## src/rtl/flash_rd_pkg.sv

```systemverilog
package flash_rd_pkg;
   localparam int FRAME_BITS   = 20;
   localparam int OPND_BITS    = 16;
   localparam int ADDR_BITS    = 22;
   localparam int RX_FIRST_BIT = 12;
   localparam int TURN_BIT_IDX = 11;

   localparam logic [3:0] CMD_CORE = 4'b0000;
   localparam logic [3:0] CMD_RDINC = 4'b1001;

   localparam logic [7:0] OPC_LIT   = 8'h0E;
   localparam logic [7:0] OPC_STORE = 8'h6E;
   localparam logic [7:0] REG_UPPER = 8'hF8;
   localparam logic [7:0] REG_HIGH  = 8'hF7;
   localparam logic [7:0] REG_LOW   = 8'hF6;

   localparam logic [2:0] STEP_READ = 3'd6;

   typedef enum logic [1:0] {ENG_IDLE, ENG_HIGH, ENG_LOW, ENG_TURN} eng_state_t;
   typedef enum logic [1:0] {SQ_IDLE, SQ_ISSUE, SQ_WAIT, SQ_HOLD} seq_state_t;
endpackage

```

## src/rtl/prog_frame_fmt.sv

```systemverilog
module prog_frame_fmt
   import flash_rd_pkg::*;
(
   input  logic [2:0]            step,
   input  logic [ADDR_BITS-1:0]  addr,
   output logic [FRAME_BITS-1:0] frame,
   output logic                  is_read
);
   logic [OPND_BITS-1:0] opnd;
   logic [3:0]           cmd;

   always_comb begin
      cmd     = CMD_CORE;
      is_read = 1'b0;
      unique case (step)
         3'd0:    opnd = {OPC_LIT, 2'b00, addr[21:16]};
         3'd1:    opnd = {OPC_STORE, REG_UPPER};
         3'd2:    opnd = {OPC_LIT, addr[15:8]};
         3'd3:    opnd = {OPC_STORE, REG_HIGH};
         3'd4:    opnd = {OPC_LIT, addr[7:0]};
         3'd5:    opnd = {OPC_STORE, REG_LOW};
         default: begin
            opnd    = '0;
            cmd     = CMD_RDINC;
            is_read = 1'b1;
         end
      endcase
      frame = {opnd, cmd};
   end
endmodule

```

## src/rtl/prog_frame_engine.sv

```systemverilog
module prog_frame_engine
   import flash_rd_pkg::*;
#(
   parameter int HALF_CYC = 2,
   parameter int TURN_CYC = 4
)(
   input  logic                  clk,
   input  logic                  rst_n,
   input  logic                  start,
   input  logic [FRAME_BITS-1:0] frame_in,
   input  logic                  is_read,
   input  logic                  pdi,
   output logic                  fin,
   output logic [7:0]            rbyte,
   output logic                  pclk,
   output logic                  pdo,
   output logic                  poe
);
   localparam int MAXC = (HALF_CYC > TURN_CYC) ? HALF_CYC : TURN_CYC;
   localparam int CW   = $clog2(MAXC + 1);
   localparam int BW   = $clog2(FRAME_BITS);
   localparam logic [CW-1:0] HALF_LD  = CW'(HALF_CYC - 1);
   localparam logic [CW-1:0] TURN_LD  = CW'(TURN_CYC - 1);
   localparam logic [BW-1:0] LAST_BIT = BW'(FRAME_BITS - 1);
   localparam logic [BW-1:0] TURN_BIT = BW'(TURN_BIT_IDX);
   localparam logic [BW-1:0] RX_FIRST = BW'(RX_FIRST_BIT);

   generate
      if (HALF_CYC < 1) begin : g_bad_half
         $error("HALF_CYC must be at least 1");
      end
      if (TURN_CYC < 1) begin : g_bad_turn
         $error("TURN_CYC must be at least 1");
      end
   endgenerate

   eng_state_t            st;
   logic [CW-1:0]         cnt;
   logic [BW-1:0]         bi;
   logic [FRAME_BITS-1:0] sh;
   logic                  rd;

   always_ff @(posedge clk or negedge rst_n) begin
      if (!rst_n) begin
         st    <= ENG_IDLE;
         cnt   <= '0;
         bi    <= '0;
         sh    <= '0;
         rd    <= 1'b0;
         rbyte <= '0;
         pclk  <= 1'b0;
         pdo   <= 1'b0;
         poe   <= 1'b1;
         fin   <= 1'b0;
      end else begin
         fin <= 1'b0;
         unique case (st)
            ENG_IDLE: if (start) begin
               sh   <= frame_in;
               rd   <= is_read;
               bi   <= '0;
               cnt  <= HALF_LD;
               pclk <= 1'b1;
               pdo  <= frame_in[0];
               st   <= ENG_HIGH;
            end
            ENG_HIGH: if (cnt != '0) cnt <= cnt - 1'b1;
            else begin
               pclk <= 1'b0;
               cnt  <= HALF_LD;
               st   <= ENG_LOW;
               if (rd && bi >= RX_FIRST) rbyte <= {pdi, rbyte[7:1]};
            end
            ENG_LOW: if (cnt != '0) cnt <= cnt - 1'b1;
            else if (bi == LAST_BIT) begin
               st  <= ENG_IDLE;
               fin <= 1'b1;
               poe <= 1'b1;
               pdo <= 1'b0;
            end else if (rd && bi == TURN_BIT) begin
               st  <= ENG_TURN;
               poe <= 1'b0;
               cnt <= TURN_LD;
            end else begin
               bi   <= bi + 1'b1;
               pdo  <= sh[bi + 1'b1];
               pclk <= 1'b1;
               cnt  <= HALF_LD;
               st   <= ENG_HIGH;
            end
            ENG_TURN: if (cnt != '0) cnt <= cnt - 1'b1;
            else begin
               bi   <= bi + 1'b1;
               pdo  <= 1'b0;
               pclk <= 1'b1;
               cnt  <= HALF_LD;
               st   <= ENG_HIGH;
            end
            default: st <= ENG_IDLE;
         endcase
      end
   end


   idle_drive_chk: assert property (@(posedge clk) disable iff (!rst_n)
      st == ENG_IDLE |-> poe);

   turn_low_chk: assert property (@(posedge clk) disable iff (!rst_n)
      st == ENG_TURN |-> (!pclk && !poe));

   rx_only_chk: assert property (@(posedge clk) disable iff (!rst_n)
      !poe |-> rd);

   high_phase_chk: assert property (@(posedge clk) disable iff (!rst_n)
      st == ENG_HIGH |-> pclk);
endmodule

```

## src/rtl/prog_byte_slot.sv

```systemverilog
module prog_byte_slot #(
   parameter int W = 8
)(
   input  logic         clk,
   input  logic         rst_n,
   input  logic         load,
   input  logic [W-1:0] din,
   input  logic         out_ready,
   output logic         out_valid,
   output logic [W-1:0] out_data,
   output logic         taken
);
   generate
      if (W < 1) begin : g_bad_w
         $error("W must be at least 1");
      end
   endgenerate

   assign taken = out_valid && out_ready;

   always_ff @(posedge clk or negedge rst_n) begin
      if (!rst_n) begin
         out_valid <= 1'b0;
         out_data  <= '0;
      end else if (load) begin
         out_valid <= 1'b1;
         out_data  <= din;
      end else if (taken) begin
         out_valid <= 1'b0;
      end
   end


   hold_stable_chk: assert property (@(posedge clk) disable iff (!rst_n)
      (out_valid && !out_ready) |=> (out_valid && $stable(out_data)));

   no_overwrite_chk: assert property (@(posedge clk) disable iff (!rst_n)
      load |-> !out_valid);
endmodule

```

## src/rtl/flash_rd_seq.sv

```systemverilog
module flash_rd_seq
   import flash_rd_pkg::*;
#(
   parameter int HALF_CYC = 2,
   parameter int TURN_CYC = 2 * HALF_CYC,
   parameter int CNT_W    = 8
)(
   input  logic                 clk,
   input  logic                 rst_n,
   input  logic                 start,
   input  logic [21:0]          start_addr,
   input  logic [CNT_W-1:0]     byte_count,
   output logic                 out_valid,
   input  logic                 out_ready,
   output logic [7:0]           out_data,
   output logic                 done,
   output logic                 pgm_clk,
   output logic                 pgm_dout,
   output logic                 pgm_oe,
   input  logic                 pgm_din
);
   generate
      if (CNT_W < 1) begin : g_bad_cnt
         $error("CNT_W must be at least 1");
      end
   endgenerate

   seq_state_t            sq;
   logic [2:0]            step;
   logic [ADDR_BITS-1:0]  addr_q;
   logic [CNT_W-1:0]      remain;
   logic [FRAME_BITS-1:0] frame;
   logic                  is_read;
   logic                  eng_start, eng_fin, slot_load, taken;
   logic [7:0]            rbyte;

   assign eng_start = (sq == SQ_ISSUE);
   assign slot_load = (sq == SQ_WAIT) && eng_fin && (step == STEP_READ);

   prog_frame_fmt i_fmt (
      .step(step), .addr(addr_q), .frame(frame), .is_read(is_read));

   prog_frame_engine #(.HALF_CYC(HALF_CYC), .TURN_CYC(TURN_CYC)) i_eng (
      .clk(clk), .rst_n(rst_n), .start(eng_start), .frame_in(frame),
      .is_read(is_read), .pdi(pgm_din), .fin(eng_fin), .rbyte(rbyte),
      .pclk(pgm_clk), .pdo(pgm_dout), .poe(pgm_oe));

   prog_byte_slot #(.W(8)) i_slot (
      .clk(clk), .rst_n(rst_n), .load(slot_load), .din(rbyte),
      .out_ready(out_ready), .out_valid(out_valid), .out_data(out_data),
      .taken(taken));

   always_ff @(posedge clk or negedge rst_n) begin
      if (!rst_n) begin
         sq     <= SQ_IDLE;
         step   <= '0;
         addr_q <= '0;
         remain <= '0;
         done   <= 1'b0;
      end else begin
         done <= 1'b0;
         unique case (sq)
            SQ_IDLE: if (start) begin
               if (byte_count == '0) done <= 1'b1;
               else begin
                  addr_q <= start_addr;
                  remain <= byte_count;
                  step   <= '0;
                  sq     <= SQ_ISSUE;
               end
            end
            SQ_ISSUE: sq <= SQ_WAIT;
            SQ_WAIT: if (eng_fin) begin
               if (step != STEP_READ) begin
                  step <= step + 1'b1;
                  sq   <= SQ_ISSUE;
               end else begin
                  remain <= remain - 1'b1;
                  sq     <= SQ_HOLD;
               end
            end
            SQ_HOLD: if (taken) begin
               if (remain == '0) begin
                  sq   <= SQ_IDLE;
                  done <= 1'b1;
               end else sq <= SQ_ISSUE;
            end
            default: sq <= SQ_IDLE;
         endcase
      end
   end


   stall_quiet_chk: assert property (@(posedge clk) disable iff (!rst_n)
      out_valid |-> (!pgm_clk && pgm_oe));

   done_pulse_chk: assert property (@(posedge clk) disable iff (!rst_n)
      done |=> !done);

   busy_addr_chk: assert property (@(posedge clk) disable iff (!rst_n)
      (sq != SQ_IDLE) |=> $stable(addr_q));

   done_idle_chk: assert property (@(posedge clk) disable iff (!rst_n)
      done |-> (!out_valid && pgm_oe && !pgm_clk));
endmodule

```

## config.mk

```make
export PLATFORM = sky130hd
export DESIGN_NAME = flash_rd_seq
export DESIGN_NICKNAME = d
export VERILOG_FILES = /design/src/rtl/flash_rd_pkg.sv /design/src/rtl/prog_frame_fmt.sv /design/src/rtl/prog_frame_engine.sv /design/src/rtl/prog_byte_slot.sv /design/src/rtl/flash_rd_seq.sv
export SDC_FILE = /design/constraint.sdc
export NUM_CORES = 1
export LEC_CHECK = 0
export BUFFER_PORTS_ARGS = -buffer_cell sky130_fd_sc_hd__buf_4
export CORE_ASPECT_RATIO = 0.5
export CORE_MARGIN = 3
export CORE_UTILIZATION = 53
export CTS_BUF_LIST = sky130_fd_sc_hd__clkbuf_8
export CTS_CLUSTER_DIAMETER = 60
export DETAILED_ROUTE_END_ITERATION = 10
export GPL_TIMING_DRIVEN = 0
export PLACE_DENSITY = 0.85
export SYNTH_ARGS = -nofsm -noshare
export SYNTH_HDL_FRONTEND = slang
export SYNTH_SLANG_ARGS = --single-unit
export TNS_END_PERCENT = 1
```

## constraint.sdc

```tcl
create_clock -name clk -period 2.14 [get_ports clk]
set_input_delay 0.428 -clock clk [delete_from_list [all_inputs] [get_ports clk]]
set_output_delay 0.428 -clock clk [all_outputs]
set_load 0.02 [all_outputs]
```

### Yosys cells after proc, flatten, opt, wreduce, memory -nomap -nowiden

Index checks and enable logic that the tools add are counted.

* ROM bits: 0
* bits of input ports: 35
* memory bits (writable): 0
* register bits after elaboration: 88
* output and inout port bits: 13
* logic and storage cells: 148
* memories: 0
* bits in latches: 0

* eq/ne operators: 29
* shift-type cells: 0
* bitwise operators: 2
* add/subtract/negate cells: 4
* multiply operators: 0
* div/mod/pow operators: 0
* mux-type cells: 65
* reductions and logical operators: 29
* $lt $le $gt $ge: 2

Operators with widths (count)
* 15-bit case mux with 6 select lines: 1
* 8-bit 2-to-1 mux: 4
* 5-bit 2-to-1 mux: 5
* 1-bit 2-to-1 mux: 24
* 2-bit 2-to-1 mux: 12
* 3-bit 2-to-1 mux: 8
* 2-bit != test (second input constant): 9
* 8-bit logical NOT: 2
* 2-bit case mux with 4 select lines: 2
* 8-bit case mux with 2 select lines: 1
* 5-bit case mux with 3 select lines: 1
* 5-bit AND reduction: 3
* 6-bit AND reduction: 2
* 3-bit equality test (second input constant): 3
* 3-bit case mux with 3 select lines: 1
* 3-bit AND reduction: 3
* 2-bit equality test (second input constant): 4
* 4-bit AND reduction: 2
* 8-bit by 1-bit subtractor with 8-bit output (second input constant): 1
* 3-bit by 2-bit equality test with 1-bit output (second input constant): 2
* 5-bit by 6-bit < comparator with 1-bit output (second input constant): 1
* 2-bit by 1-bit != test with 1-bit output (second input constant): 3
* 3-bit by 2-bit != test with 1-bit output (second input constant): 2
* 3-bit case mux with 2 select lines: 1
* other kinds (23): 34

### Longest topological paths before layout

* depth after elaboration: 7
* mapped depth: 9
* depth with buffers taken out: 7

### Modules after synthesis

A second synthesis with hierarchy kept.

* cells, all modules: 502
* area, all modules: 5062.4 µm²

Modules (own cells, without submodules)
* prog_frame_engine: cells an instance 200, area an instance 2298.5 µm², times used 1, sequential area each 1077.3 µm²
* flash_rd_seq: cells an instance 231, area an instance 2031.9 µm², times used 1, sequential area each 900.9 µm²
* prog_byte_slot: cells an instance 21, area an instance 375.4 µm², times used 1, sequential area each 225.2 µm²
* prog_frame_fmt: cells an instance 50, area an instance 356.6 µm², times used 1, sequential area each 0.0 µm²

### Worst setup path before layout

No wires, ideal clock.

* path type: reg-to-reg
* start point: register i_eng.st[0]
* end point: register i_eng.bi[2]
* slack: 0.026 ns
* data arrival time: 2.039 ns
* data required time: 2.065 ns
* stages on the path, launching flop included: 9
* setup time: 0.075 ns
* period minus slack after synthesis: 2.114 ns
* path buffers: 1
* path through: dfrtp_1 inv_1 ha_1 nor2_1 nor2_1 or4b_1 buf_2 or2_4 o2bb2ai_2

* cells in the longest elaborated chain, start to end: 3
* elaborated cells on any way between the ends: 11
* classes of those cells: eq/ne (7); mux (1); reduce/logical (3)

RTL lines
* start: declaration: line prog_frame_engine.sv:37 `eng_state_t st;`
* start signal: assignment: line prog_frame_engine.sv:45 `st <= ENG_IDLE;`
* start signal: assignment: line prog_frame_engine.sv:65 `st <= ENG_HIGH;`
* start signal: assignment: line prog_frame_engine.sv:71 `st <= ENG_LOW;`
* 2-bit equality test or 2-bit logical NOT (tied branches): line prog_frame_engine.sv:57 `unique case (st)`
* 2-bit != test (no source line) or 3-bit nonzero test (tied branches)
* 6-bit AND reduction (no source line)
* end signal: assignment: line prog_frame_engine.sv:85 `bi <= bi + 1'b1;`
* end signal: assignment: line prog_frame_engine.sv:93 `bi <= bi + 1'b1;`
* end: declaration: line prog_frame_engine.sv:39 `logic [BW-1:0] bi;`

Parallel ways exist; a longest one is shown, timed or not.
A chain may end at the register's enable or synchronous reset.

### Final worst setup path

* start point: register i_eng.bi[1]
* end point: register i_eng.bi[2]

* cells in the longest elaborated chain, start to end: 5
* elaborated cells on any way between the ends: 12
* classes of those cells: add/sub (1); eq/ne (4); mux (5); reduce/logical (2)

RTL lines
* 5-bit by 1-bit adder with 5-bit output: line prog_frame_engine.sv:85, prog_frame_engine.sv:93
* 5-bit 2-to-1 mux: line prog_frame_engine.sv:80 `end else if (rd && bi == TURN_BIT) begin`
* 5-bit 2-to-1 mux: line prog_frame_engine.sv:75 `else if (bi == LAST_BIT) begin`
* 5-bit 2-to-1 mux: line prog_frame_engine.sv:74 `ENG_LOW: if (cnt != '0) cnt <= cnt - 1'b1;`
* 5-bit case mux with 3 select lines: line prog_frame_engine.sv:57

Parallel ways exist; a longest one is shown, timed or not. The select of a mux whose other input is x is not followed.

==> impl_results.md <==
* Slowest stage delay, CP at 0.53 ns
* Initial core utilization at a little under 60%
* Worst Setup Start Kind: register
* Wire length on met1 at 4120 µm
* Final period util at 100%
* Met2 Wirelength at just over 4000 µm
* Sink Count at between 70 and 80
* Synth top cells by count: dfrtp_1 (77), mux2_2 (42), nand2_1 (36)
* Avg Cell Area, Syn at approximately 11 µm²
* Worst path bufs/invs at 1
* Worst EP arrival at ~2.4 ns
* Die Y at approximately 70 µm
* Outcome: finished, violations left
* CP top delay family: simple AND/OR/NAND/NOR gates
* Uppermost layer routed: met4
* #FFs+latches synth at between 70 and 80
* Mapped Nets at 429
* Slowest CP cell: or4b_4
* Routed len/inst at roughly 16 µm
* Unrepaired setup endpoints after global routing: yes
* GPL Wtd Cong at approximately 0.81
* Layout cells sized above 1 at 32.0%
* Detail Route Antenna Nets at 0
* Max Cap Viol at 0
* Die span in x at 130 µm
* Main area contributors after synthesis: dfrtp_1 (47%), mux2_2 (12%), ha_1 (7.0%)
* CTS tree: yes
* Asr flop ratio synth at 100%
* First-pass GRT wire length at roughly 14000 µm
* Residual DRC at 0
* VDD IR max at just under 0.0006 V
* Clk buf depth at 2
* ANT cells at 0
* Post-synthesis sequential area ratio at 47.8%
* Synth area leader: dfrtp_1
* DR WL met3 at ~380 µm
* Critical path cell sequence: ha_2 > nor4bb_2 > and2_4 > or4b_4 > buf_6 > or2_4 > o2bb2ai_2
* Clock slew at reported path FFs at approximately 0.080 ns
* Final setup violation count at 2
* CP Capture Type: register
* Port Buffers at between 40 and 50
* Mapped Area at 4080 µm²
* Fmax at between 400 and 500 MHz
* NumNets Final at 488
* EDFF count, synth at 0
* Vias/cell at roughly 5.8
* GRT Util Overall at between 20% and 30%
* Worst Hold Class: in -> async
* Site row count at 21
* Slew HR at about 36%
* Initial antenna violation count at 0
* Most frequent cell after synthesis: dfrtp_1
* Post-layout minimum cycle time at 2.15 ns
* Top FF cell, synth: dfrtp_1
* Worst Path Required at between 2 and 2.5 ns
* Failing checks: negative setup slack
* Place WS at -0.311 ns
* DIE AREA at roughly 8900 µm²
* Final setup margin at -0.00976 ns
* Initial DRC count at between 200 and 300
* Synth top area share at between 40 and 50%
* H-Tree Depth at 3
* Initial DRT Pass Iterations at 4
* Final Slew Violations at 0
* Slew @ Worst Pin at 0.964 ns
* Post-Syn Instances at around 370
* Clk Latency, worst-skew pair at between 0.3 and 0.4 ns
* Clk_skew at approximately 0.011 ns
* Largest net degree at the start of global routing at between 70 and 80
* Leak at about 2.2 nW
* Hold WS at 0.215 ns
* Total CTS buffers at 9
* Core box area at a little over 7000 µm²
* Final Hold Viols at 0
* I/O pin count at 48
* Clock root buffer: clkbuf_8
* Crit Path Class: reg -> reg
* Crit path max fanout at 9
* Total vias in the final route at between 3000 and 4000
* Synth cell types at around 60
* PD cells at ~1200 nW/µm²
* Grt ovf at 0
* Vias in the first global route at 2900
* Final WL at approximately 8700 µm
* Dpl hpwl at a little over 6000 µm
* Yosys warns at 0
* Area Growth Syn to Fin at 17.9%
-- sequential cells by signal, indices dropped and copies added, names as in the netlist, 2 cells and up --
signal / cells
addr_q: 22
step: 3
i_eng.st: 2
sq: 2
i_eng.bi: 5
i_slot.out_data: 8
i_eng.sh: 11
i_eng.cnt: 3
i_eng.rbyte: 8
remain: 8
-- per-layer routing --
metal,vias to the layer above,track usage [%]
met5,-,0
met4,0,7.38
met3,11,6.16
met2,67,32.9
met1,1514,29.7
li1,1471,-
-- per-stage QoR --
| step | util [%] | power [mW] | setup TNS [ns] | instances | area [µm²] |
|---|---|---|---|---|---|
| floorplan | - | 4.10 | 0 | 371 | 4080 |
| detailed placement | 64.4 | 4.75 | -7.26 | 510 | 4550 |
| global placement | 64.4 | 4.61 | -6.76 | 510 | 4550 |
| finish | 68.1 | 6.00 | -0.0178 | 527 | 4810 |
| CTS | 67.8 | 5.97 | -0.0240 | 527 | 4790 |
| global route | 68.1 | 6.44 | -0.568 | 527 | 4810 |
-- area by class of cell --
cell class                      count  area (µm²)
Multi-Input combinational cell    260        2040
Inverter                           20        75.1
Tap cell                           92         115
Buffer                             13        72.6
Fill cell                         512        2260
Sequential cell                    78        1960
Clock buffer                       11         151
Clock inverter                      5        45.0
Timing Repair Buffer               48         360
-- power breakdown --
part | internal (mW) | switching, mW
Combinational | 1.20 | 1.38
Sequential | 1.95 | 0.358
Clock | 0.587 | 0.521
-- placed cells by master (no fill, tap or decap), drive strengths merged, types with 2 or more instances in the layout --
cell type  instances
a221oi             9
inv               23
and3               2
ha                23
nor2              10
nor2b              6
o21ai             25
xor2               4
mux2              42
mux4               2
a221o              2
mux2i              3
nand2             36
or4                2
o21bai             2
and2               2
nand3b             2
o21a               4
or2                3
nor4               3
a31oi              3
dfrtp             77
buf               54
nor3               6
o31ai              7
a32oi              2
o41ai              2
a21o               2
nand2b             5
a21oi             16
nand4              4
clkbuf            18
a22o               4
nand3              8
a22oi              3
-- worst reg2reg max path: cells and delay by family, from the launching register on --
family	cells	cell delay (ns)
flip-flops	1	0.43
adder cells (fa/ha/maj)	1	0.21
AND/OR/NAND/NOR	4	1.16
buffers and inverters	1	0.15
AO/OA/AOI/OAI	1	0.13
-- logic make-up (layout without fill, tap and decap cells) --
family,Yosys count,in the layout,share of synthesized area [%]
multiplexers,47,47,13.4
AND/OR/NAND/NOR,95,95,12.2
XOR/XNOR,5,5,1.07
buffers and inverters,33,97,3.31
flip-flops,78,78,47.8
AO/OA/AOI/OAI,90,90,15.1
adder cells (fa/ha/maj),23,23,7.05
-- what timing repair did --
action	in CTS	in global routing
gates cloned	0	0
pin swaps	1	1
setup buffers	1	0
resized for setup	13	9
setup endpoints to repair	19	20
hold buffers	0	0
-- path summary, 6_finish.rpt --
kind	startpoint	endpoint	slack [ns]	cells past startpoint
setup / recovery	i_eng.bi[1]$_DFFE_PN0P_	i_eng.bi[2]$_DFFE_PN0P_	-0.01	7
hold / removal	rst_n	addr_q[20]$_DFFE_PN0P_	0.22	1
setup reg to reg	i_eng.bi[1]$_DFFE_PN0P_	i_eng.bi[2]$_DFFE_PN0P_	-0.01	7
hold reg to reg	i_eng.sh[11]$_DFFE_PN0P_	i_eng.sh[11]$_DFFE_PN0P_	0.49	2
max in group asynchronous	rst_n	i_eng.st[0]$_DFFE_PN0P_	1.23	1
min in group clk	out_ready	i_slot.out_valid$_DFFE_PN0P_	0.27	2
No activity file was read; power rests on OpenSTA's default activity.
